File: config.mk
export PLATFORM = sky130hd
export DESIGN_NAME = pmu_event_unit
export DESIGN_NICKNAME = d
export VERILOG_FILES = /design/src/rtl/pmu_pkg.sv /design/src/rtl/pmu_timer.sv /design/src/rtl/pmu_evt_regs.sv /design/src/rtl/pmu_ctl_apm.sv /design/src/rtl/pmu_event_unit.sv
export SDC_FILE = /design/constraint.sdc
export NUM_CORES = 1
export LEC_CHECK = 0
export BUFFER_PORTS_ARGS = -buffer_cell sky130_fd_sc_hd__buf_2
export CAP_MARGIN = 15
export CORE_MARGIN = 1.5
export CORE_UTILIZATION = 30
export CTS_CLUSTER_SIZE = 25
export DETAILED_ROUTE_END_ITERATION = 12
export PLACE_DENSITY = 0.62
export SLEW_MARGIN = 5
export SYNTH_ARGS = -nofsm -noshare
export SYNTH_HDL_FRONTEND = slang
export SYNTH_HIERARCHICAL = 1
export SYNTH_SLANG_ARGS = --single-unit
export TNS_END_PERCENT = 10
File: constraint.sdc
create_clock -name clk -period 2.4 [get_ports clk]
set_input_delay 0.48 -clock clk [delete_from_list [all_inputs] [get_ports clk]]
set_output_delay 0.48 -clock clk [all_outputs]
set_load 0.005 [all_outputs]
File: src/rtl/pmu_pkg.sv
package pmu_pkg;
   localparam int REG_W   = 16;
   localparam int WIN_AW  = 6;
   localparam logic [WIN_AW-1:0] OFS_STS = 6'h00;
   localparam logic [WIN_AW-1:0] OFS_EN  = 6'h02;
   localparam logic [WIN_AW-1:0] OFS_CTL = 6'h04;
   localparam logic [WIN_AW-1:0] OFS_TMR = 6'h08;
   localparam int BIT_TMR   = 0;
   localparam int BIT_GBL   = 5;
   localparam int BIT_PWR   = 8;
   localparam int BIT_RTC   = 10;
   localparam int BIT_SUSP  = 13;
   localparam int SUSP_LSB  = 10;
   localparam int SUSP_W    = 3;
   localparam int SCI_ENBIT = 0;
   localparam logic [REG_W-1:0] SCI_SRC_MASK =
      REG_W'((1 << BIT_RTC) | (1 << BIT_PWR) | (1 << BIT_GBL) | (1 << BIT_TMR));
   localparam logic [7:0] APM_SCI_ON  = 8'hF1;
   localparam logic [7:0] APM_SCI_OFF = 8'hF0;
endpackage

File: src/rtl/pmu_timer.sv
module pmu_timer #(
   parameter int TMR_W = 24
) (
   input  logic             clk,
   input  logic             rst_n,
   input  logic             tick_en,
   output logic [TMR_W-1:0] count,
   output logic             ovf_evt
);
   localparam int HALF_MSB = TMR_W - 2;

   generate
      if (TMR_W < 2 || TMR_W > 32) begin : g_bad_width
         $error("pmu_timer: TMR_W must lie in 2..32");
      end
   endgenerate

   // the next tick lands on a multiple of 2^(TMR_W-1) when all lower bits are ones
   assign ovf_evt = tick_en && (&count[HALF_MSB:0]);

   always_ff @(posedge clk or negedge rst_n) begin
      if (!rst_n)       count <= '0;
      else if (tick_en) count <= count + TMR_W'(1);
   end

   assert_tick_step_R1: assert property (@(posedge clk) disable iff (!rst_n)
      tick_en |=> count == $past(count) + TMR_W'(1));
   assert_tick_hold_R1: assert property (@(posedge clk) disable iff (!rst_n)
      !tick_en |=> $stable(count));
endmodule

File: src/rtl/pmu_evt_regs.sv
module pmu_evt_regs
   import pmu_pkg::*;
#(
   parameter logic [REG_W-1:0] SCI_MASK       = SCI_SRC_MASK,
   parameter bit               SCI_REGISTERED = 1'b1
) (
   input  logic             clk,
   input  logic             rst_n,
   input  logic             sts_wr,
   input  logic             en_wr,
   input  logic [REG_W-1:0] wdata,
   input  logic             ovf_evt,
   input  logic             pwr_btn,
   output logic [REG_W-1:0] sts,
   output logic [REG_W-1:0] en,
   output logic             sci
);
   logic [REG_W-1:0] set_vec;
   logic             sci_raw;

   always_comb begin
      set_vec          = '0;
      set_vec[BIT_TMR] = ovf_evt;
      set_vec[BIT_PWR] = pwr_btn && en[BIT_PWR];
   end

   for (genvar i = 0; i < REG_W; i++) begin : g_sts_bit
      always_ff @(posedge clk or negedge rst_n) begin
         if (!rst_n)                  sts[i] <= 1'b0;
         else if (set_vec[i])         sts[i] <= 1'b1;
         else if (sts_wr && wdata[i]) sts[i] <= 1'b0;
      end

      assert_w1c_R3: assert property (@(posedge clk) disable iff (!rst_n)
         (sts_wr && wdata[i] && !set_vec[i]) |=> !sts[i]);
      assert_w0_keep_R3: assert property (@(posedge clk) disable iff (!rst_n)
         (sts_wr && !wdata[i] && !set_vec[i]) |=> sts[i] == $past(sts[i]));
   end

   always_ff @(posedge clk or negedge rst_n) begin
      if (!rst_n)     en <= '0;
      else if (en_wr) en <= wdata;
   end

   assign sci_raw = |(sts & en & SCI_MASK);

   generate
      if (SCI_REGISTERED) begin : g_sci_reg
         always_ff @(posedge clk or negedge rst_n) begin
            if (!rst_n) sci <= 1'b0;
            else        sci <= sci_raw;
         end
      end else begin : g_sci_comb
         assign sci = sci_raw;
      end
   endgenerate

   assert_ovf_sets_R4: assert property (@(posedge clk) disable iff (!rst_n)
      ovf_evt |=> sts[BIT_TMR]);
   assert_pwr_gated_R7: assert property (@(posedge clk) disable iff (!rst_n)
      $rose(sts[BIT_PWR]) |-> $past(pwr_btn && en[BIT_PWR]));
endmodule

File: src/rtl/pmu_ctl_apm.sv
module pmu_ctl_apm
   import pmu_pkg::*;
(
   input  logic             clk,
   input  logic             rst_n,
   input  logic             ctl_wr,
   input  logic [REG_W-1:0] wdata,
   input  logic             apm_wr,
   input  logic             apm_sel,
   input  logic [7:0]       apm_wdata,
   input  logic             smi_allow,
   output logic [REG_W-1:0] ctl,
   output logic [7:0]       apm_cmd,
   output logic [7:0]       apm_sts,
   output logic             soft_off_req,
   output logic             smi_req
);
   logic             cmd_wr;
   logic             susp_off;
   logic [REG_W-1:0] ctl_next;

   assign cmd_wr   = apm_wr && !apm_sel;
   assign susp_off = ctl_wr && wdata[BIT_SUSP] &&
                     (wdata[SUSP_LSB +: SUSP_W] == '0);

   always_comb begin
      ctl_next = ctl;
      if (ctl_wr) begin
         ctl_next           = wdata;
         ctl_next[BIT_SUSP] = 1'b0;
      end
      if (cmd_wr && apm_wdata == APM_SCI_ON)  ctl_next[SCI_ENBIT] = 1'b1;
      if (cmd_wr && apm_wdata == APM_SCI_OFF) ctl_next[SCI_ENBIT] = 1'b0;
   end

   always_ff @(posedge clk or negedge rst_n) begin
      if (!rst_n) begin
         ctl          <= '0;
         apm_cmd      <= '0;
         apm_sts      <= '0;
         soft_off_req <= 1'b0;
         smi_req      <= 1'b0;
      end else begin
         ctl          <= ctl_next;
         soft_off_req <= susp_off;
         smi_req      <= cmd_wr && smi_allow;
         if (cmd_wr)             apm_cmd <= apm_wdata;
         if (apm_wr && apm_sel)  apm_sts <= apm_wdata;
      end
   end

   assert_softoff_cause_R6: assert property (@(posedge clk) disable iff (!rst_n)
      soft_off_req |-> $past(ctl_wr && wdata[BIT_SUSP] && wdata[SUSP_LSB +: SUSP_W] == '0));
   assert_softoff_single_R6: assert property (@(posedge clk) disable iff (!rst_n)
      soft_off_req |=> !soft_off_req || $past(ctl_wr));
   assert_smi_cause_R9: assert property (@(posedge clk) disable iff (!rst_n)
      smi_req |-> $past(apm_wr && !apm_sel && smi_allow));
   assert_apm_on_R8: assert property (@(posedge clk) disable iff (!rst_n)
      (apm_wr && !apm_sel && apm_wdata == APM_SCI_ON) |=> ctl[SCI_ENBIT]);
   assert_apm_off_R8: assert property (@(posedge clk) disable iff (!rst_n)
      (apm_wr && !apm_sel && apm_wdata == APM_SCI_OFF) |=> !ctl[SCI_ENBIT]);
endmodule

File: src/rtl/pmu_event_unit.sv
module pmu_event_unit
   import pmu_pkg::*;
#(
   parameter int AW             = 16,
   parameter int TMR_W          = 24,
   parameter bit SCI_REGISTERED = 1'b1
) (
   input  logic          clk,
   input  logic          rst_n,
   input  logic          tick_en,
   input  logic [AW-1:0] reg_addr,
   input  logic          reg_wr,
   input  logic [15:0]   reg_wdata,
   output logic [31:0]   reg_rdata,
   input  logic          pwr_btn,
   input  logic          apm_wr,
   input  logic          apm_sel,
   input  logic [7:0]    apm_wdata,
   output logic [7:0]    apm_rdata,
   input  logic          smi_allow,
   output logic          sci,
   output logic          soft_off_req,
   output logic          smi_req
);
   generate
      if (AW < WIN_AW) begin : g_bad_aw
         $error("pmu_event_unit: AW must be at least 6");
      end
      if (TMR_W > 32) begin : g_bad_tmr
         $error("pmu_event_unit: TMR_W must fit the 32-bit read port");
      end
   endgenerate

   logic [WIN_AW-1:0] ofs;
   logic [TMR_W-1:0]  tmr_count;
   logic              ovf_evt;
   logic [REG_W-1:0]  sts, en, ctl;
   logic [7:0]        apm_cmd, apm_sts;
   logic              sts_wr, en_wr, ctl_wr;

   assign ofs    = reg_addr[WIN_AW-1:0];
   assign sts_wr = reg_wr && (ofs == OFS_STS);
   assign en_wr  = reg_wr && (ofs == OFS_EN);
   assign ctl_wr = reg_wr && (ofs == OFS_CTL);

   generate
      if (AW > WIN_AW) begin : g_hi_addr
         logic unused_addr_hi;
         assign unused_addr_hi = ^reg_addr[AW-1:WIN_AW];
      end
   endgenerate

   pmu_timer #(.TMR_W(TMR_W)) u_timer (
      .clk     (clk),
      .rst_n   (rst_n),
      .tick_en (tick_en),
      .count   (tmr_count),
      .ovf_evt (ovf_evt)
   );

   pmu_evt_regs #(
      .SCI_MASK       (SCI_SRC_MASK),
      .SCI_REGISTERED (SCI_REGISTERED)
   ) u_evt (
      .clk     (clk),
      .rst_n   (rst_n),
      .sts_wr  (sts_wr),
      .en_wr   (en_wr),
      .wdata   (reg_wdata),
      .ovf_evt (ovf_evt),
      .pwr_btn (pwr_btn),
      .sts     (sts),
      .en      (en),
      .sci     (sci)
   );

   pmu_ctl_apm u_ctl (
      .clk          (clk),
      .rst_n        (rst_n),
      .ctl_wr       (ctl_wr),
      .wdata        (reg_wdata),
      .apm_wr       (apm_wr),
      .apm_sel      (apm_sel),
      .apm_wdata    (apm_wdata),
      .smi_allow    (smi_allow),
      .ctl          (ctl),
      .apm_cmd      (apm_cmd),
      .apm_sts      (apm_sts),
      .soft_off_req (soft_off_req),
      .smi_req      (smi_req)
   );

   always_comb begin
      reg_rdata = '0;
      case (ofs)
         OFS_STS: reg_rdata[REG_W-1:0] = sts;
         OFS_EN:  reg_rdata[REG_W-1:0] = en;
         OFS_CTL: reg_rdata[REG_W-1:0] = ctl;
         OFS_TMR: reg_rdata[TMR_W-1:0] = tmr_count;
         default: reg_rdata = '0;
      endcase
   end

   assign apm_rdata = apm_sel ? apm_sts : apm_cmd;

   assert_susp_unstored_R6: assert property (@(posedge clk) disable iff (!rst_n)
      (reg_wr && ofs == OFS_CTL && !(apm_wr && !apm_sel)) |=>
         ctl == (($past(reg_wdata)) & ~(16'h1 << BIT_SUSP)));
   assert_unmapped_zero_R2: assert property (@(posedge clk) disable iff (!rst_n)
      (ofs != OFS_STS && ofs != OFS_EN && ofs != OFS_CTL && ofs != OFS_TMR) |-> reg_rdata == '0);
endmodule

==> results of run 1 <==
==> critical path, cell delays in order <==
cell     delay (ns)
buf_2          0.11
or4_4          0.69
nor2b_4        0.23
and2_1         0.15
buf_2          0.10
==> cells by family (layout without fill, tap and decap cells) <==
logic type      count (synthesis)  in the layout
compound gates                 35             35
xor+xnor                       23             23
fa+ha+maj                       1              1
buf+inv                        46            103
flops                          76             76
mux                            73             73
other cells                     3             23
simple gates                   72             72
==> through the flow <==
step                instance area (um^2)  setup WS (ns)  hold slack [ns]  total power, mW
floorplan                           4028        0.02467           0.1844            1.944
global placement                    4399         0.1553           0.4600            2.085
detailed placement                  4399         0.1169           0.4635            2.112
CTS                                 4662         0.1205           0.1633            3.340
global route                        4662        0.06426           0.1832            3.476
finish                              4662         0.1538           0.1465            3.287
==> final cells by class <==
type / instances / area [um^2]
clock inverter: 4 / 26.28
multi-input combinational: 227 / 1808
fill: 1308 / 8060
timing repair buffer: 80 / 447.9
inverter: 7 / 26.28
clock buffer: 12 / 236.5
sequential: 76 / 1902
tap: 172 / 215.2
==> per-layer routing <==
| metal | GRT usage [%] | vias up |
|---|---|---|
| met3 | 4.457 | 5 |
| met4 | 2.973 | 0 |
| met1 | 16.48 | 1310 |
| met2 | 20.47 | 66 |
| li1 | - | 1274 |
| met5 | 0 | - |
==> power by group through the flow <==
stage | combinational [mW] | clock (mW) | sequential [mW]
after CTS | 0.481 | 1.25 | 1.61
final | 0.475 | 1.20 | 1.61
after global placement | 0.462 | 0 | 1.62
after floorplan | 0.358 | 0 | 1.59
after detailed placement | 0.477 | 0 | 1.63
after global routing | 0.532 | 1.30 | 1.64
==> sequential cells by signal (all words and copies together) (netlist names) <==
| signal | count |
|---|---|
| u_ctl/smi_req | 1 |
| u_evt/sts | 2 |
| u_ctl/apm_cmd | 8 |
| u_evt/sci | 1 |
| u_evt/en | 16 |
| u_ctl/apm_sts | 8 |
| u_timer/count | 24 |
| u_ctl/soft_off_req | 1 |
| u_ctl/ctl | 15 |
==> worst min path at each step <==
| stage | start | to | slack [ns] | cells after the start |
|---|---|---|---|---|
| floorplan | rst_n | u_ctl/apm_cmd[0] | 0.18 | 0 |
| global placement | u_timer/count[23] | u_timer/count[23] | 0.46 | 1 |
| detailed placement | u_timer/count[23] | u_timer/count[23] | 0.46 | 1 |
| CTS | rst_n | u_ctl/apm_sts[7] | 0.16 | 1 |
| global route | rst_n | u_ctl/apm_cmd[2] | 0.18 | 1 |
| finish | rst_n | u_ctl/apm_cmd[5] | 0.15 | 1 |
==> placed cells by master (no fill, tap or decap), types with 2 or more instances in the layout <==
master | netlist | routed
dfrtp_1 | 76 | 76
buf_2 | 1 | 71
mux2_2 | 43 | 43
conb_1 | 3 | 23
a22oi_1 | 16 | 16
mux2i_1 | 16 | 16
o22ai_1 | 16 | 16
nand2_1 | 14 | 14
xnor2_1 | 14 | 14
mux2_4 | 11 | 11
nor2_1 | 10 | 10
clkbuf_16 | 0 | 9
nand4_1 | 9 | 9
xor2_1 | 9 | 9
and2_1 | 8 | 8
inv_1 | 7 | 7
buf_4 | 23 | 7
nand3_1 | 7 | 7
nor3_1 | 6 | 5
nor4_1 | 5 | 5
or4_4 | 3 | 3
clkbuf_1 | 7 | 3
mux2_1 | 3 | 3
nor2b_1 | 2 | 2
clkinv_2 | 0 | 2
buf_12 | 1 | 2
a22o_1 | 2 | 2
==> flow_metrics.tcl, run 1 <==
set metrics [dict create \
    ys.flop_type "dfrtp_1" \
    grt.total_usage_pct 12.74 \
    drive_above_1_share_pct 38.18 \
    synth_most_common_cell "dfrtp_1" \
    numPortBuffers 72 \
    drv_slew 0 \
    clock_skew_ns 0.003729 \
    highest_layer "met4" \
    place_congestion 0.7509 \
    synthMuxAreaShare_pct 21.34 \
    synth_top_family_by_area "multiplexers" \
    final_antenna_net_count 0 \
    diodes 0 \
    synth-xor-area-share_pct 5.098 \
    r2r-start "u_timer/count[0]" \
    pwr-share-seq_pct 49.0 \
    reg2reg_depth 5 \
    synth_area_leaders "dfrtp_1 (48%), mux2_2 (12%), buf_4 (4.4%), mux2_4 (4.2%), mux2i_1 (4.1%)" \
    antenna_found_initial 0 \
    path_max_fanout 18 \
    r2r_setup_slack_ns 0.40 \
    synth-simple-area-share_pct 10.48 \
    dp_hpwl_um 5971 \
    dp.cells 562 \
    async_reset_ff_share_pct 100.0 \
    ys_seq_elements 76 \
    core_mm2 0.01272 \
    drt_iter0_drc 111 \
    htreeDepth 3 \
    total_leakage_power_nw 2.238 \
    cts_tree "done" \
    max_freq_ghz 0.4452 \
    hold_violations 0 \
    synthesis.instances 329 \
    vias 2655 \
    yosysSeqAreaShare_pct 48.13 \
    cap_violations 0 \
    p_switching_mw 0.8583 \
    end_kind "output pin" \
    die_area_mm2 0.01387 \
    cp-endpoint "reg_rdata[21]" \
    grt_overflow_total 0 \
    dr_wl_met2_um 3917 \
    min_path_type "in -> async" \
    rr_endpoint "u_evt/sts[0]" \
    stdcell_count 578 \
    clk_pin_slew_ns 0.06 \
    yosys.area.top_type "dfrtp_1" \
    required_ns 1.92 \
    grt_max_degree 44 \
    synth_area_mm2 0.003951 \
    synth_edf_count 0 \
    clk_path_buf_depth 2 \
    p_per_area_mw_per_mm2 705.0 \
    ios 91 \
    syn_avg_cell_area_um2 12.01 \
    die_x_um 117.8 \
    layout_min_cycle_time_ns 2.246 \
    syn_to_final_growth_pct 17.99 \
    ir_worst_vdd_uv 414.8 \
    routedWlPerCell_um 14.58 \
    insertion_delay_ns 0.33 \
    route.detailed.drc 0 \
    nets 450 \
    rsz0062_at_grt "no" \
    die_y_um 117.8 \
    period_share_pct 93.59 \
    synth_commonest_cells "dfrtp_1 (76), mux2_2 (43), buf_4 (23)" \
    clockRootBuffer "clkbuf_16" \
    synth_top_area_share_pct 48.13 \
    clockPowerShare_pct 36.6 \
    finalSetupTns_ns 0 \
    clock_sinks 76 \
    p_int_mw 2.428 \
    cp.arrival_ns 1.77 \
    post-route-util_pct 36.64 \
    grt_pass1_vias 2839 \
    postCtsHoldBufs 0 \
    drt-vias-per-instance 4.593 \
    setup_viol 0 \
    path_class "in -> out" \
    post_cts_resized 0 \
    cts_setup_buffers 0 \
    synth_cell_types 37 \
    crit_start "reg_addr[1]" \
    ys_warn_count 6 \
    worstSetupStartpointType "input port" \
    worstMarginPinSlew_ns 0.6104 \
    initial_utilization_pct 31.06 \
    drt_pre_antenna_iters 4 \
    std_cell_rows 41 \
    synth_compound_gate_area_share_pct 6.206 \
    outcome "complete, no violations" \
    synth_fa_ha_area_share_pct 0.3167 \
    dr_wl_met3_um 522 \
    grt_pass1_wl_um 14240 \
    slew_headroom_pct 58.93 \
    wl_met1_um 3940 \
    numCtsBuffers 9 \
    switching_share_pct 26.11 \
    pwr-share-comb_pct 14.5 \
    routed_wl_um 8428 \
]
No activity file was read; power rests on OpenSTA's default activity.
==> run 2: changes to the inputs <==
Settings changed: CORE_UTILIZATION 30 to 40, PLACE_DENSITY 0.62 to 0.74, SETUP_SLACK_MARGIN set to 0.1.
==> run 2 against run 1 <==
Effect of this change: clock skew grew 0.0076 ns; cell area is 1.1% lower; critical path depth did not move; via count rose by 2.4%.
==> flow_metrics.tcl, run 2 (synthesized netlist as in run 1, its figures left out) <==
set metrics [dict create \
    outcome "complete, no violations" \
    drive_above_1_share_pct 39.66 \
    nFillCells 891 \
    grt_overflow_total 0 \
    finalSetupTns_ns 0 \
    setup_viol 0 \
    antenna_found_initial 0 \
    layout_commonest_cell "dfrtp_1" \
    rsz0062_at_grt "no" \
    initial_utilization_pct 40.80 \
    total_leakage_power_nw 2.246 \
    clockRootBuffer "clkbuf_8" \
    postCtsHoldBufs 0 \
    grt.total_usage_pct 17.58 \
    std_cell_rows 36 \
    cts_setup_buffers 0 \
    core_mm2 0.009684 \
    clock_skew_ns 0.01134 \
    drv_slew 0 \
    die_area_mm2 0.01048 \
    die_y_um 102.4 \
    die_x_um 102.4 \
    path_max_fanout 11 \
    grt_max_degree 39 \
    top_regs "u_timer/count x24, u_evt/en x16, u_ctl/ctl x15" \
    clk_path_buf_depth 2 \
    regMostFlops "u_timer/count" \
    grt_pass1_wl_um 13890 \
    worstMarginPinSlew_ns 0.7602 \
    max_freq_ghz 0.4350 \
    drt_iter0_drc 105 \
    cp.arrival_ns 1.82 \
    final_cell_mix "dfrtp_1 (76), buf_2 (72), mux2_2 (42), conb_1 (23)" \
    hold_violations 0 \
    whs_ns 0.1971 \
    period_share_pct 95.78 \
    place_congestion 0.8215 \
    cap_violations 0 \
    clock_sinks 76 \
    final_antenna_net_count 0 \
    seq_area_mm2 0.001902 \
    route.detailed.drc 0 \
    ios 91 \
    min_path_type "in -> async" \
    numCtsBuffers 9 \
    vias 2718 \
    end_kind "output pin" \
    path_class "in -> out" \
    clk_pin_slew_ns 0.08 \
    drt-vias-per-instance 4.996 \
    routed_wl_um 8406 \
    numPortBuffers 72 \
    nets 456 \
    drt_pre_antenna_iters 4 \
    p_per_area_mw_per_mm2 661.8 \
    diodes 0 \
    layout_min_cycle_time_ns 2.299 \
    ir_worst_vdd_uv 433.5 \
    routedWlPerCell_um 15.45 \
    dp_hpwl_um 6075 \
    required_ns 1.92 \
    post_cts_resized 0 \
    grt_pass1_vias 2790 \
    largest_reg_flops 24 \
    worstSetupStartpointType "input port" \
    htreeDepth 3 \
    cts_tree "done" \
    slew_headroom_pct 49.32 \
    insertion_delay_ns 0.35 \
    multi_input_area_mm2 0.001812 \
    syn_to_final_growth_pct 16.69 \
]
==> run 2: cell count changes in the layout (fill, tap and decap cells not counted), sizes merged <==
cell,previous run,this run
buf,80,86
clkbuf,12,9
bufinv,0,1
inv,7,8
==> run 2: worst max-delay path, stage by stage <==
cell and delay [ns]:
buf_2 0.11, or4_4 0.63, buf_12 0.19, o22ai_1 0.24, buf_2 0.16
==> run 2: final cells by class <==
cell class                 instances  share of cell area [%]
tap                              133                   3.609
clock buffer                       9                   2.687
inverter                           7                  0.5699
sequential                        76                   41.25
timing repair buffer              86                   11.18
multi-input combinational        227                   39.29
clock inverter                     6                   1.411
==> run 2: per-stage QoR <==
stage / utilization [%] / power [mW] / instance area (um^2) / instances / worst slack (ns)
CTS: 47.45 / 3.091 / 4596 / 542 / 0.1167
finish: 47.61 / 3.051 / 4611 / 544 / 0.1013
detailed placement: 45.50 / 2.127 / 4407 / 527 / 0.1204
global placement: 45.50 / 2.088 / 4407 / 527 / 0.1353
global route: 47.61 / 3.227 / 4611 / 544 / 0.1092
floorplan: - / 1.946 / 4036 / 349 / 0.06802
==> run 2: report_power, final <==
part | internal [mW] | total, mW | switching [mW] | leakage (nW)
Sequential | 1.45 | 1.61 | 0.160 | 0.977
Clock | 0.476 | 0.950 | 0.474 | 0.0955
Combinational | 0.279 | 0.487 | 0.209 | 1.17
==> run 2: worst paths after layout <==
check	start	to	slack (ns)	cells past startpoint
min in group clk	reg_wdata[11]	u_ctl/soft_off_req	0.31	2
max reg2reg	u_timer/count[0]	u_evt/sts[0]	0.41	5
max in group asynchronous	rst_n	u_timer/count[21]	1.54	2
min	rst_n	u_evt/en[13]	0.20	1
max	reg_addr[4]	reg_rdata[0]	0.10	5
min reg2reg	u_timer/count[23]	u_timer/count[23]	0.48	1
==> run 2: layer usage <==
metal / wire, um / vias to the layer above / GRT usage [%]
met3: 471 / 19 / 5.062
met4: 237 / 0 / 8.114
li1: - / 1283 / -
met1: 3717 / 1332 / 21.73
met2: 3979 / 84 / 28.48
met5: 0 / - / 0
==> run 3: changes to the inputs <==
Settings changed: REMOVE_ABC_BUFFERS set to 1.
==> run 3 against run 2 <==
Effect of this change: final cell count is 0.74% lower; critical path type unchanged; utilization is 0.87 points lower; sequential cell count stayed put; non-clock buffer count is 4 lower; sequential power hardly changed; clock skew is 0.00073 ns lower; worst setup slack better by 0.066 ns; maximum frequency is 2.9% higher.
==> flow_metrics.tcl, run 3 (synthesized netlist as in run 1, its figures left out) <==
set metrics [dict create \
    top_regs "u_timer/count x24, u_evt/en x16, u_ctl/ctl x15" \
    r2r_setup_slack_ns 0.48 \
    grtUsageMet1_pct 22.60 \
    antenna_found_initial 1 \
    busiest_layer "met2" \
    rr_endpoint "u_timer/count[12]" \
    die_x_um 102.4 \
    die_y_um 102.4 \
    required_ns 1.92 \
    outcome "complete, no violations" \
    worstMarginPinSlew_ns 0.6221 \
    clk_pin_slew_ns 0.08 \
    grt.total_usage_pct 16.56 \
    place_congestion 0.8532 \
    grt_overflow_total 0 \
    std_cell_rows 36 \
    switching_share_pct 27.58 \
    clockPowerShare_pct 29.9 \
    insertion_delay_ns 0.34 \
    postCtsHoldBufs 0 \
    met3_usage_pct 4.309 \
    p_int_mw 2.150 \
    drt_pre_antenna_iters 4 \
    path_class "in -> out" \
    cp.arrival_ns 1.75 \
    clk_path_buf_depth 2 \
    clockRootBuffer "clkbuf_8" \
    cts_tree "done" \
    regMostFlops "u_timer/count" \
    syn_to_final_growth_pct 14.57 \
    diodes 0 \
    drt-vias-per-instance 4.987 \
    routed_wl_um 8295 \
    layout_min_cycle_time_ns 2.233 \
    core_mm2 0.009684 \
    routedWlPerCell_um 15.36 \
    end_kind "output pin" \
    final_cell_mix "dfrtp_1 (76), buf_2 (72), mux2_2 (43), conb_1 (23)" \
    ir_worst_vdd_uv 330.0 \
    total_leakage_power_nw 2.206 \
    grt_pass1_wl_um 13320 \
    p_per_area_mw_per_mm2 655.8 \
    setup_ws_ns 0.1670 \
    numPortBuffers 72 \
    route.detailed.drc 0 \
    htreeDepth 3 \
    p_switching_mw 0.8186 \
    cap_violations 0 \
    initial_utilization_pct 40.80 \
    numCtsBuffers 9 \
    layout_commonest_cell "dfrtp_1" \
    ios 91 \
    reg2reg_depth 5 \
    slew_headroom_pct 58.14 \
    r2r-start "u_timer/count[0]" \
    place_ws_ns 0.1201 \
    final_antenna_net_count 0 \
    post-route-util_pct 46.74 \
    dp_hpwl_um 6030 \
    p_total_mw 2.969 \
    rsz0062_at_grt "no" \
    worstSetupStartpointType "input port" \
    path_max_fanout 18 \
    post_cts_resized 0 \
    clock_skew_ns 0.01062 \
    grt_max_degree 77 \
    dp.cells 525 \
    drt_iter0_drc 121 \
    min_path_type "in -> async" \
    cts_setup_buffers 0 \
    period_share_pct 93.04 \
    nFillCells 892 \
    stdcell_count 540 \
    setup_viol 0 \
    clock_sinks 76 \
    drv_slew 0 \
    vias 2693 \
    die_area_mm2 0.01048 \
    met2_usage_pct 25.73 \
    largest_reg_flops 24 \
    pwr-share-comb_pct 16.0 \
    pwr-share-seq_pct 54.1 \
    hold_violations 0 \
    max_freq_ghz 0.4478 \
    drive_above_1_share_pct 39.07 \
    whs_ns 0.1458 \
    nets 452 \
    grt_pass1_vias 2672 \
]
run 3: cell count changes in the layout (fill, tap and decap cells not counted):
cell        delta
clkbuf_8       +2
mux2_4         -1
mux2_2         +1
buf_4          -1
bufinv_16      -1
inv_6          -1
buf_12         -3
clkinv_4       -1
clkinvlp_4     +1
run 3: how the worst max path moves through the flow:
stage | startpoint | endpoint | cells after the start
after floorplan | reg_addr[0] | u_evt/en[10] | 4
after global placement | reg_addr[1] | reg_rdata[16] | 5
after detailed placement | reg_addr[1] | u_ctl/ctl[10] | 5
after CTS | reg_addr[1] | reg_rdata[22] | 5
after global routing | reg_addr[4] | reg_rdata[20] | 5
final | reg_addr[4] | reg_rdata[18] | 5
run 3: layout make-up:
cell class | instances | area [um^2] | area share (%)
Clock buffer | 11 | 151.4 | 3.344
Clock inverter | 4 | 25.02 | 0.5528
Inverter | 7 | 26.28 | 0.5804
Multi-Input combinational cell | 227 | 1808 | 39.94
Sequential cell | 76 | 1902 | 42.01
Tap cell | 133 | 166.4 | 3.676
Timing Repair Buffer | 82 | 447.9 | 9.895
run 3: worst max-delay path: stages:
cell     delay [ns]
buf_2          0.10
or4_4          0.68
nor2b_4        0.22
and2_1         0.15
buf_2          0.11
run 3: per-layer routing:
layer  up-vias  part of all wire [%]  wire (um)
met1      1336                    45       3722
met3         4                   6.8        568
met2        79                    48       3978
met5         -                     0          0
met4         0                  0.33         27
li1       1274                     -          -
run 3: power groups by stage:
stage	combinational, mW	sequential, mW	clock (mW)
2_1_floorplan	0.315	1.59	0
3_3_place_gp	0.458	1.62	0
3_5_place_dp	0.477	1.63	0
4_1_cts	0.479	1.61	0.907
5_1_grt	0.532	1.64	0.968
6_report	0.475	1.61	0.887
run 3: stage by stage:
step | setup TNS [ns] | area [um^2]
2_1_floorplan | -10.89 | 3731
3_3_place_gp | 0 | 4350
3_5_place_dp | 0 | 4350
4_1_cts | 0 | 4527
5_1_grt | 0 | 4527
6_report | 0 | 4527
